### src/rtl/adder_tree_pkg.sv
package adder_tree_pkg;

  // Population count of one six-bit column, as a three-bit weighted count.
  function automatic logic [2:0] tally6(input logic [5:0] col);
    logic [2:0] acc;
    acc = 3'd0;
    for (int k = 0; k < 6; k++) begin
      acc = acc + {2'b00, col[k]};
    end
    return acc;
  endfunction

  // Majority of three bits: the carry of one full-adder column.
  function automatic logic maj3(input logic a, input logic b, input logic c);
    return (a & b) | (a & c) | (b & c);
  endfunction

endpackage

### src/rtl/ct_six_to_three.sv
module ct_six_to_three #(
  parameter int W = 13
) (
  input  logic [6*W-1:0] in_ops,
  output logic [W-1:0]   w1,
  output logic [W-1:0]   w2,
  output logic [W-1:0]   w4,
  output logic [2:0]     spill
);
  import adder_tree_pkg::*;

  logic [W-1:0] z0, z1, z2;

  for (genvar j = 0; j < W; j++) begin : g_col
    logic [5:0] col;
    for (genvar k = 0; k < 6; k++) begin : g_pick
      assign col[k] = in_ops[k*W + j];
    end
    assign {z2[j], z1[j], z0[j]} = tally6(col);
  end

  assign w1    = z0;
  assign w2    = {z1[W-2:0], 1'b0};
  assign w4    = {z2[W-3:0], 2'b00};
  assign spill = {z2[W-1:W-2], z1[W-1]};

endmodule

### src/rtl/cs_compress3.sv
module cs_compress3 #(
  parameter int W = 13
) (
  input  logic [W-1:0] a,
  input  logic [W-1:0] b,
  input  logic [W-1:0] d,
  output logic [W-1:0] s,
  output logic [W-1:0] cy,
  output logic         spill
);
  import adder_tree_pkg::*;

  logic [W-1:0] mj;

  for (genvar j = 0; j < W; j++) begin : g_fa
    assign s[j]  = a[j] ^ b[j] ^ d[j];
    assign mj[j] = maj3(a[j], b[j], d[j]);
  end

  assign cy    = {mj[W-2:0], 1'b0};
  assign spill = mj[W-1];

endmodule

### src/rtl/cp_add2.sv
module cp_add2 #(
  parameter int W = 13
) (
  input  logic [W-1:0] a,
  input  logic [W-1:0] b,
  output logic [W-1:0] sum,
  output logic         spill
);
  logic [W:0] wide;

  assign wide  = {1'b0, a} + {1'b0, b};
  assign sum   = wide[W-1:0];
  assign spill = wide[W];

endmodule

### src/rtl/adder_tree_24.sv
module adder_tree_24 #(
  parameter int OPD_W     = 8,
  parameter int TREE_LVLS = 3,
  localparam int NUM_OPS  = 6 * (1 << (TREE_LVLS - 1)),
  localparam int SUM_W    = OPD_W + $clog2(NUM_OPS)
) (
  input  logic [NUM_OPS*OPD_W-1:0] opnd_vec,
  output logic [SUM_W-1:0]         sum_out
);
  localparam int W     = SUM_W;
  localparam int EXTRA = SUM_W - OPD_W;

  // Zero-extended operands entering the tree.
  logic [NUM_OPS*W-1:0] ext_ops;
  for (genvar i = 0; i < NUM_OPS; i++) begin : g_ext
    assign ext_ops[i*W +: W] = {{EXTRA{1'b0}}, opnd_vec[i*OPD_W +: OPD_W]};
  end

  // Named internal events for the checker.
  logic [TREE_LVLS-1:0] lvl_spill_any;
  logic [W-1:0] csa_a, csa_b, csa_d, csa_s, csa_c;
  logic         csa_spill;
  logic         fin_spill;

  // Counter tree: level l holds 2^(TREE_LVLS-1-l) six-to-three counters.
  for (genvar l = 0; l < TREE_LVLS; l++) begin : g_lvl
    localparam int CNT = 1 << (TREE_LVLS - 1 - l);
    logic [6*CNT*W-1:0] ops_in;
    logic [3*CNT*W-1:0] ops_out;
    logic [3*CNT-1:0]   sp;

    if (l == 0) begin : g_first
      assign ops_in = ext_ops;
    end else begin : g_next
      assign ops_in = g_lvl[l-1].ops_out;
    end

    for (genvar c = 0; c < CNT; c++) begin : g_ctr
      ct_six_to_three #(.W(W)) u_ctr (
        .in_ops (ops_in[c*6*W +: 6*W]),
        .w1     (ops_out[(3*c+0)*W +: W]),
        .w2     (ops_out[(3*c+1)*W +: W]),
        .w4     (ops_out[(3*c+2)*W +: W]),
        .spill  (sp[3*c +: 3])
      );
    end

    assign lvl_spill_any[l] = |sp;
  end

  assign csa_a = g_lvl[TREE_LVLS-1].ops_out[0*W +: W];
  assign csa_b = g_lvl[TREE_LVLS-1].ops_out[1*W +: W];
  assign csa_d = g_lvl[TREE_LVLS-1].ops_out[2*W +: W];

  cs_compress3 #(.W(W)) u_csa (
    .a     (csa_a),
    .b     (csa_b),
    .d     (csa_d),
    .s     (csa_s),
    .cy    (csa_c),
    .spill (csa_spill)
  );

  cp_add2 #(.W(W)) u_fin (
    .a     (csa_s),
    .b     (csa_c),
    .sum   (sum_out),
    .spill (fin_spill)
  );

endmodule

### config.mk
export PLATFORM = sky130hd
export DESIGN_NAME = adder_tree_24
export DESIGN_NICKNAME = d
export VERILOG_FILES = /design/src/rtl/adder_tree_pkg.sv /design/src/rtl/ct_six_to_three.sv /design/src/rtl/cs_compress3.sv /design/src/rtl/cp_add2.sv /design/src/rtl/adder_tree_24.sv
export SDC_FILE = /design/constraint.sdc
export NUM_CORES = 1
export LEC_CHECK = 0
export ABC_CLOCK_PERIOD_IN_PS = 22500
export BUFFER_PORTS_ARGS = -buffer_cell sky130_fd_sc_hd__buf_2
export CAP_MARGIN = 20
export CELL_PAD_IN_SITES_DETAIL_PLACEMENT = 0
export CELL_PAD_IN_SITES_GLOBAL_PLACEMENT = 1
export CORE_MARGIN = 2
export CORE_UTILIZATION = 35
export DETAILED_ROUTE_END_ITERATION = 6
export GPL_TIMING_DRIVEN = 0
export PLACE_DENSITY = 0.85
export SLEW_MARGIN = 25
export SYNTH_ARGS = -nofsm -noshare
export SYNTH_HDL_FRONTEND = slang
export SYNTH_SLANG_ARGS = --single-unit
### constraint.sdc
create_clock -name vclk -period 22.5
set_clock_uncertainty 0.2 [all_clocks]
set_input_delay 1.125 -clock vclk [all_inputs]
set_output_delay 1.125 -clock vclk [all_outputs]
set_load 0.005 [all_outputs]
==> results of run 1 <==
[synth_stat cells (2+ instances only)]
cell type    n  area (sq um)
inv_1      360          1350
fa_1       170          3400
ha_1        81          1010
nor2_1       6          22.5
xnor2_1      5          43.8
xor2_1       4          35.0
a21oi_1      3          15.0
and3_1       2          12.5
nand2_1      2          7.51
nand3_1      2          10.0
o2111ai_1    2          17.5
[layer usage]
| layer | GRT usage [%] | wire length, um | share of wire (%) |
|---|---|---|---|
| met5 | 0 | 0 | 0 |
| met4 | 0 | 0 | 0 |
| met3 | 1.27 | 782 | 6.9 |
| met2 | 26.5 | 6150 | 54 |
| met1 | 15.8 | 4460 | 39 |
[kinds of logic (layout without fill, tap and decap cells)]
family | after synthesis | after routing | synth area share (%)
buffers and inverters | 360 | 565 | 22.2
AOI/OAI and AO/OA | 15 | 15 | 2.14
adders and majority gates | 251 | 251 | 72.7
xor gates and xnor gates | 9 | 9 | 1.30
and+or+nand+nor | 19 | 19 | 1.67
[area by class of cell]
class / instances / share of cell area [%]
timing repair buffer: 205 / 13.9
multi-input combinational: 294 / 64.0
inverter: 360 / 18.3
tap: 225 / 3.81
[path summary, 6_finish.rpt]
kind / from / to / slack [ns] / depth (start not counted)
setup / recovery: opnd_vec[4] / sum_out[12] / 12.66 / 28
hold / removal: opnd_vec[184] / sum_out[0] / 2.91 / 7
[metrics by stage]
step	hold WS, ns	instance area, sq um
floorplan	2.67	6080
global placement	2.89	7390
detailed placement	2.91	7390
CTS	2.91	7390
global route	2.96	7390
finish	2.91	7390
==> metrics.md, run 1 <==
| Metric | Value |
|---|---|
| Vias in the first global route | `4606` |
| Global-route wire length before repair | `19600 um` |
| Post-route DRC | `0` |
| CP required | `21.17 ns` |
| Clkbuf count | `0` |
| Syn Nets | `1097` |
| Slowest cell on crit path | `fa_1` |
| CP Buf/Inv Count | `10` |
| Antenna-violating nets left | `0` |
| Slew @ Worst Pin | `0.423 ns` |
| Synth unique cells | `28` |
| Post-Route Setup TNS | `0 ns` |
| Nets | `1304` |
| Worst path most repeated cell | `fa_1` |
| # setup viols final | `0` |
| Dpl cells | `1084` |
| IO Pins | `205` |
| Tcrit/Tclk final | `43.7%` |
| CP endpoint kind | `primary output` |
| Commonest non-fill, non-tap cells in the layout | `inv_1 (360), buf_2 (205), fa_1 (170)` |
| Status | `finished clean` |
| Number of buffers added on ports | `205` |
| Area of the multi-input gates | `4730 sq um` |
| Sequential share of the synthesized area | `0%` |
| RSZ-0062 raised after global routing | `no` |
| HPWL Detailed | `11700 um` |
| Fmax | `102 MHz` |
| DIE WIDTH | `136 um` |
| Die Y-Extent | `136 um` |
| Vias/cell | `3.92` |
| Period minus WS final | `9.84 ns` |
| Seq cells | `0` |
| Initial antenna violation count | `0` |
| Initial core utilization | `35.5%` |
| Post-route insts no fill | `1084` |
| Critical path's largest stage delay | `0.52 ns` |
| Layout area overhead | `21.5%` |
| Synth Cell Area | `6080 sq um` |
| DR vias | `4253` |
| Post-DR wirelength/cell | `10.5 um` |
| Setup CP Type | `in -> out` |
| Startpoint types | `primary input` |
| Filler Cell Count | `1729` |
| Fin util | `43.2%` |
| Total gr overflow | `0` |
| Fraction of layout cells with a size suffix above 1 | `24.4%` |
| CTS resizes | `0` |
| GRT Total Usage | `13.1%` |
| Worst slew margin relative to its limit | `71.6%` |
| Die Area | `18400 sq um` |
| FF/Latch Area | `0 sq um` |
| DP Worst Slack | `12.63 ns` |
| Delay-heaviest family, CP | `adder cells` |
| Commonest non-fill, non-tap cell in the layout | `inv_1` |
| Post-Syn Area per Cell | `9.29 sq um` |
| Drt pass-1 iters | `4` |
| WL final | `11400 um` |
| Pin count of the biggest net entering global routing | `8` |
| Post-Syn Instances | `654` |
| Hold_buf cts | `0` |
| Core Rows | `48` |
| Synth Warn # | `0` |
| Fin. max-slew vios | `0` |
| DR iter-0 viols | `57` |
| Hold Path Class | `in -> out` |
| CORE AREA | `17100 sq um` |
| Postcts setup bufs | `0` |
| Crit path max fanout | `6` |
| Final hold violation count | `0` |
| Routability cong. | `0.753` |
| Max-cap violations | `0` |
| Arr. time, crit path | `8.51 ns` |
| Antenna cells | `0` |
| Worst Slack Setup Final | `12.66 ns` |
Power of run 1 is not shown: default switching activity piles up to over one toggle a cycle in this logic, so the estimate is an artifact.
==> run 2: changes to the inputs <==
--- a/config.mk
+++ b/config.mk
@@ -5,7 +5,8 @@
 export SDC_FILE = /design/constraint.sdc
 export NUM_CORES = 1
 export LEC_CHECK = 0
-export ABC_CLOCK_PERIOD_IN_PS = 22500
+export ABC_AREA = 1
+export ABC_CLOCK_PERIOD_IN_PS = 8500
 export BUFFER_PORTS_ARGS = -buffer_cell sky130_fd_sc_hd__buf_2
 export CAP_MARGIN = 20
 export CELL_PAD_IN_SITES_DETAIL_PLACEMENT = 0
@@ -14,7 +15,7 @@
 export CORE_UTILIZATION = 35
 export DETAILED_ROUTE_END_ITERATION = 6
 export GPL_TIMING_DRIVEN = 0
-export PLACE_DENSITY = 0.85
+export PLACE_DENSITY = 0.88
 export SLEW_MARGIN = 25
 export SYNTH_ARGS = -nofsm -noshare
 export SYNTH_HDL_FRONTEND = slang
==> constraint.sdc (replaced) <==
create_clock -name vclk -period 8.5
set_clock_uncertainty 0.2 [all_clocks]
set_input_delay 0.425 -clock vclk [all_inputs]
set_output_delay 0.425 -clock vclk [all_outputs]
set_load 0.005 [all_outputs]
==> run 2 against run 1 <==
Effect of this change:
- clock-buffer cell count unchanged
- final cell count rose by 4.2%
- via count is 4.0% higher
- global-route usage rose by 1.1 points
- worst setup slack worse by 12 ns
- wire length is 5.6% higher
- critical path depth up 2
- first-iteration DRC count decreased by 30%
- non-clock buffer count is the same
- critical path type unchanged
- die area grew 1.3%
==> metrics.md, run 2 <==
| Metric | Value |
|---|---|
| Status | `finished clean (unchanged)` |
| Setup CP Type | `in -> out (unchanged)` |
| WL final | `12000 um (was 11400 um)` |
| Top-count cell post-synth | `inv_1 (unchanged)` |
| M1 GR Usage | `16.2% (was 15.8%)` |
| GRT Total Usage | `14.2% (was 13.1%)` |
| Period minus WS final | `8.14 ns` |
| Synth Cell Area | `6160 sq um (was 6080 sq um)` |
| Synth unique cells | `13 (was 28)` |
| Initial antenna violation count | `3 (was 0)` |
| Max-cap violations | `0 (unchanged)` |
| Finished layout cell area | `7480 sq um (was 7390 sq um)` |
| Startpoint types | `primary input (unchanged)` |
| Mux cell area share after synthesis | `0% (unchanged)` |
| Compound-Gate Fraction of Synth Area | `0.325% (was 2.14%)` |
| Die Area | `18700 sq um (was 18400 sq um)` |
| List of most frequent post-synthesis cells | `inv_1 (373), fa_1 (170), ha_1 (81) (was inv_1 (360), fa_1 (170), ha_1 (81))` |
| Post-Syn Instances | `699 (was 654)` |
| Tcrit/Tclk final | `95.8%` |
| Vias in the first global route | `5053 (was 4606)` |
| Synth Warn # | `0 (unchanged)` |
| Vias/cell | `3.92 (about the same)` |
| Pin count of the biggest net entering global routing | `7 (was 8)` |
| Hold_buf cts | `0 (unchanged)` |
| Fmax | `123 MHz` |
| HPWL Detailed | `12200 um (was 11700 um)` |
| FF/Latch Area | `0 sq um (unchanged)` |
| Nets | `1349 (was 1304)` |
| Arr. time, crit path | `7.52 ns (was 8.51 ns)` |
| CP required | `7.88 ns (was 21.17 ns)` |
| Slowest cell on crit path | `fa_1 (unchanged)` |
| Sequential share of the synthesized area | `0% (unchanged)` |
| Seq cells | `0 (unchanged)` |
| Post-DR wirelength/cell | `10.6 um (was 10.5 um)` |
| Post-route DRC | `0 (unchanged)` |
| M2 GR Usage | `28.8% (was 26.5%)` |
| Area share of the largest cell type after synthesis | `55.3% (was 56.0%)` |
| Synth area leader | `fa_1 (unchanged)` |
| DIE WIDTH | `137 um (was 136 um)` |
| CP endpoint kind | `primary output (unchanged)` |
| Adder-cell share of the synthesized area | `71.7% (was 72.7%)` |
| Antenna-violating nets left | `0 (unchanged)` |
| IO Pins | `205 (unchanged)` |
| Drt pass-1 iters | `5 (was 4)` |
| Top post-synthesis cells by area | `fa_1 (55%), inv_1 (23%), ha_1 (16%) (was fa_1 (56%), inv_1 (22%), ha_1 (17%))` |
| DR iter-0 viols | `40 (was 57)` |
| # setup viols final | `0 (unchanged)` |
| Fraction of layout cells with a size suffix above 1 | `23.1% (was 24.4%)` |
| Routability cong. | `0.800 (was 0.753)` |
| Commonest non-fill, non-tap cells in the layout | `inv_1 (373), buf_2 (205), fa_1 (170) (was inv_1 (360), buf_2 (205), fa_1 (170))` |
| Crit path max fanout | `4 (was 6)` |
| CORE AREA | `17200 sq um (was 17100 sq um)` |
| Clkbuf count | `0 (unchanged)` |
| Filler Cell Count | `1760 (was 1729)` |
| Final hold violation count | `0 (unchanged)` |
| Fin. max-slew vios | `0 (unchanged)` |
| Commonest non-fill, non-tap cell in the layout | `inv_1 (unchanged)` |
| Post-Syn Area per Cell | `8.81 sq um (was 9.29 sq um)` |
| Layout area overhead | `21.5% (about the same)` |
| DR vias | `4424 (was 4253)` |
| Post-DP Area | `7460 sq um (was 7390 sq um)` |
| XOR/XNOR Fraction of Synth Area | `0.711% (was 1.30%)` |
| Global-route wire length before repair | `21400 um (was 19600 um)` |
| Initial core utilization | `35.7% (was 35.5%)` |
| Largest family of logic cells by synthesized area | `adder cells (unchanged)` |
| Critical path's largest stage delay | `0.53 ns (was 0.52 ns)` |
| GR Layer Usage met3 | `1.81% (was 1.27%)` |
| RSZ-0062 raised after global routing | `yes (was no)` |
| Die Y-Extent | `137 um (was 136 um)` |
| Worst path most repeated cell | `fa_1 (unchanged)` |
| Hold Path Class | `in -> out (unchanged)` |
| Most utilized layer in the global route result | `met2 (unchanged)` |
| Number of buffers added on ports | `205 (unchanged)` |
| Post-synthesis simple-gate area fraction | `4.49% (was 1.67%)` |
| Worst slew margin relative to its limit | `81.9% (was 71.6%)` |
| Core Rows | `48 (unchanged)` |
| Syn Nets | `1142 (was 1097)` |
| Total gr overflow | `0 (unchanged)` |
| Slew @ Worst Pin | `0.271 ns (was 0.423 ns)` |
==> run 2: cell types whose count changed after synthesis, sizes merged, moves of 2 or more <==
cell	change
nand2	+40
inv	+13
nand3	+9
and3	-4
nor2	+4
xnor2	-4
a21o	-2
nand4	+2
o2111ai	-2
==> run 2: repair_timing <==
action                                  4_1_cts  5_1_grt
setup buffers                                 0        0
endpoints found under the setup margin        0        3
gates resized for setup                       0        1
==> run 2: logic make-up (layout without fill, tap and decap cells) <==
kind of cell,after synthesis,count (layout)
AO/OA/AOI/OAI,4,4
adder cells (fa/ha/maj),251,251
XOR/XNOR,5,5
buffers and inverters,373,578
other,0,1
AND/OR/NAND/NOR,66,66
==> run 2: final timing paths <==
check                    startpoint           to  slack (ns)  cells past startpoint
worst max-delay path    opnd_vec[4]  sum_out[10]        0.36                     30
worst min-delay path  opnd_vec[136]   sum_out[0]        1.50                      7
==> run 2: cell type report <==
cell class / count / area (sq um) / share of cell area, %
diodes: 1 / 2.50 / 0.0335
inverters: 373 / 1400 / 18.7
multi-input cells: 326 / 4770 / 63.8
well taps: 225 / 282 / 3.76
repair buffers: 205 / 1030 / 13.7
==> run 2: stage by stage <==
step	utilization (%)	hold WS (ns)	instances	TNS, ns	worst slack (ns)
floorplan	-	1.27	699	0	0.860
global placement	43.3	1.48	1129	0	0.337
detailed placement	43.3	1.50	1129	0	0.278
CTS	43.3	1.51	1129	0	0.273
global route	43.4	1.57	1129	-0.00317	-0.00317
finish	43.4	1.50	1130	0	0.357
==> run 2: metal layers <==
layer	vias up	wire length, um
met5	-	26
met4	4	129
met3	12	917
met2	143	6370
met1	2029	4580
li1	2236	-
==> run 2: worst max-delay path: cells and delay by family <==
family | cells | cell delay, ns
buf+inv | 10 | 0.63
compound gates | 1 | 0.27
fa+ha+maj | 14 | 5.81
simple gates | 5 | 0.35
Power of run 2 is left out for the same reason.
==> run 3: changes to the inputs <==
--- a/config.mk
+++ b/config.mk
@@ -11,6 +11,7 @@
 export CAP_MARGIN = 20
 export CELL_PAD_IN_SITES_DETAIL_PLACEMENT = 0
 export CELL_PAD_IN_SITES_GLOBAL_PLACEMENT = 1
+export CORE_ASPECT_RATIO = 0.5
 export CORE_MARGIN = 2
 export CORE_UTILIZATION = 35
 export DETAILED_ROUTE_END_ITERATION = 6
==> run 3 against run 2 <==
Effect of this change:
- utilization down 0.14 points
- clock-buffer cell count unchanged
- critical path depth unchanged
- hold slack better by 0.020 ns
- sequential share of layout area unchanged
- via count up 0.20%
- non-clock buffer count unchanged
- fmax up 0.29%
- largest cell class unchanged
==> metrics.md, run 3 (synthesis gave the netlist of run 2 again) <==
| Metric | Value |
|---|---|
| Startpoint types | `primary input (unchanged)` |
| Global-route wire length before repair | `21000 um (was 21400 um)` |
| Worst Slack Setup Final | `0.380 ns (was 0.357 ns)` |
| Die Y-Extent | `97.8 um (was 137 um)` |
| Period minus WS final | `8.12 ns (was 8.14 ns)` |
| Routability cong. | `0.770 (was 0.800)` |
| WL final | `11600 um (was 12000 um)` |
| Number of buffers added on ports | `205 (unchanged)` |
| Drt pass-1 iters | `4 (was 5)` |
| DR vias | `4433 (was 4424)` |
| Worst slew margin relative to its limit | `81.6% (was 81.9%)` |
| Clkbuf count | `0 (unchanged)` |
| Max-cap violations | `0 (unchanged)` |
| Post-Route Setup TNS | `0 ns (unchanged)` |
| Die Area | `18700 sq um (about the same)` |
| Slowest cell on crit path | `fa_1 (unchanged)` |
| Postcts setup bufs | `0 (unchanged)` |
| Final hold violation count | `0 (unchanged)` |
| Seq cells | `0 (unchanged)` |
| DR iter-0 viols | `29 (was 40)` |
| Vias/cell | `3.90 (was 3.92)` |
| Hold_buf cts | `0 (unchanged)` |
| Hold Path Class | `in -> out (unchanged)` |
| Worst path most repeated cell | `fa_1 (unchanged)` |
| Initial core utilization | `35.6% (was 35.7%)` |
| GRT Total Usage | `13.7% (was 14.2%)` |
| Tcrit/Tclk final | `95.5% (was 95.8%)` |
| Worst Hold Path Cells | `7 (unchanged)` |
| IO Pins | `205 (unchanged)` |
| Crit path max fanout | `4 (unchanged)` |
| Worst hold start | `opnd_vec[88] (was opnd_vec[136])` |
| Top sig layer | `met4 (was met5)` |
| Arr. time, crit path | `7.50 ns (was 7.52 ns)` |
| Fin. max-slew vios | `0 (unchanged)` |
| Setup CP Type | `in -> out (unchanged)` |
| Critical path's largest stage delay | `0.52 ns (was 0.53 ns)` |
| Total gr overflow | `0 (unchanged)` |
| HPWL Detailed | `11800 um (was 12200 um)` |
| Antenna-violating nets left | `0 (unchanged)` |
| Hold EP | `sum_out[0] (unchanged)` |
| RSZ-0062 raised after global routing | `no (was yes)` |
| # setup viols final | `0 (unchanged)` |
| Fraction of layout cells with a size suffix above 1 | `23.1% (unchanged)` |
| Routed wl met2 | `6290 um (was 6370 um)` |
| Vias in the first global route | `5084 (was 5053)` |
| Met3 wire len | `370 um (was 917 um)` |
| CP required | `7.88 ns (about the same)` |
| CP endpoint kind | `primary output (unchanged)` |
| Antenna cells | `0 (was 1)` |
| CTS resizes | `0 (unchanged)` |
| Wl on met1 | `4800 um (was 4580 um)` |
| Initial antenna violation count | `0 (was 3)` |
| FF/Latch Area | `0 sq um (unchanged)` |
| Layout area overhead | `21.6% (was 21.5%)` |
| Post-DR wirelength/cell | `10.2 um (was 10.6 um)` |
| Post-route DRC | `0 (unchanged)` |
| CORE AREA | `17300 sq um (was 17200 sq um)` |
| Commonest non-fill, non-tap cell in the layout | `inv_1 (unchanged)` |
| Slew @ Worst Pin | `0.276 ns (was 0.271 ns)` |
| Core Rows | `34 (was 48)` |
| Nets | `1349 (unchanged)` |
| Fmax | `123 MHz (about the same)` |
| Status | `finished clean (unchanged)` |
| Pin count of the biggest net entering global routing | `7 (unchanged)` |
| DP Worst Slack | `0.323 ns (was 0.278 ns)` |
| DIE WIDTH | `192 um (was 137 um)` |
| Commonest non-fill, non-tap cells in the layout | `inv_1 (373), buf_2 (205), fa_1 (170) (unchanged)` |
## run 3: cell count changes in the layout (fill, tap and decap cells not counted)
| cell | before | now |
|---|---|---|
| diode_2 | 1 | 0 |
## run 3: worst max path at each step
stage | from | end | slack [ns] | cells past startpoint
final | opnd_vec[4] | sum_out[11] | 0.38 | 30
after global routing | opnd_vec[4] | sum_out[11] | 0.01 | 30
after CTS | opnd_vec[5] | sum_out[11] | 0.31 | 30
after detailed placement | opnd_vec[5] | sum_out[11] | 0.32 | 30
after global placement | opnd_vec[4] | sum_out[10] | 0.42 | 30
after floorplan | opnd_vec[4] | sum_out[10] | 0.86 | 28
## run 3: layer usage
metal | vias up | track usage, %
met2 | 81 | 27.6
met5 | - | 0
met4 | 0 | 1.36
met3 | 10 | 0.575
met1 | 2106 | 16.5
li1 | 2236 | -
## run 3: final cells by class
cell class	instances	area, sq um
fillers	1735	9830
multi-input cells	326	4770
inverters	373	1400
repair buffers	205	1030
well taps	234	293
## run 3: through the flow
stage	hold slack [ns]	util [%]	instance area [sq um]	std cells
final	1.52	43.3	7490	1138
after global routing	1.57	43.3	7490	1138
after CTS	1.53	43.2	7480	1138
after detailed placement	1.51	43.2	7480	1138
after global placement	1.52	43.2	7480	1138
after floorplan	1.27	-	6160	699
## run 3: critical path, delay by kind of cell
kind	cells	cell delay, ns
AND/OR/NAND/NOR	6	0.62
buffers and inverters	10	0.60
adder cells (fa/ha/maj)	14	5.85
Power of run 3 is left out for the same reason.
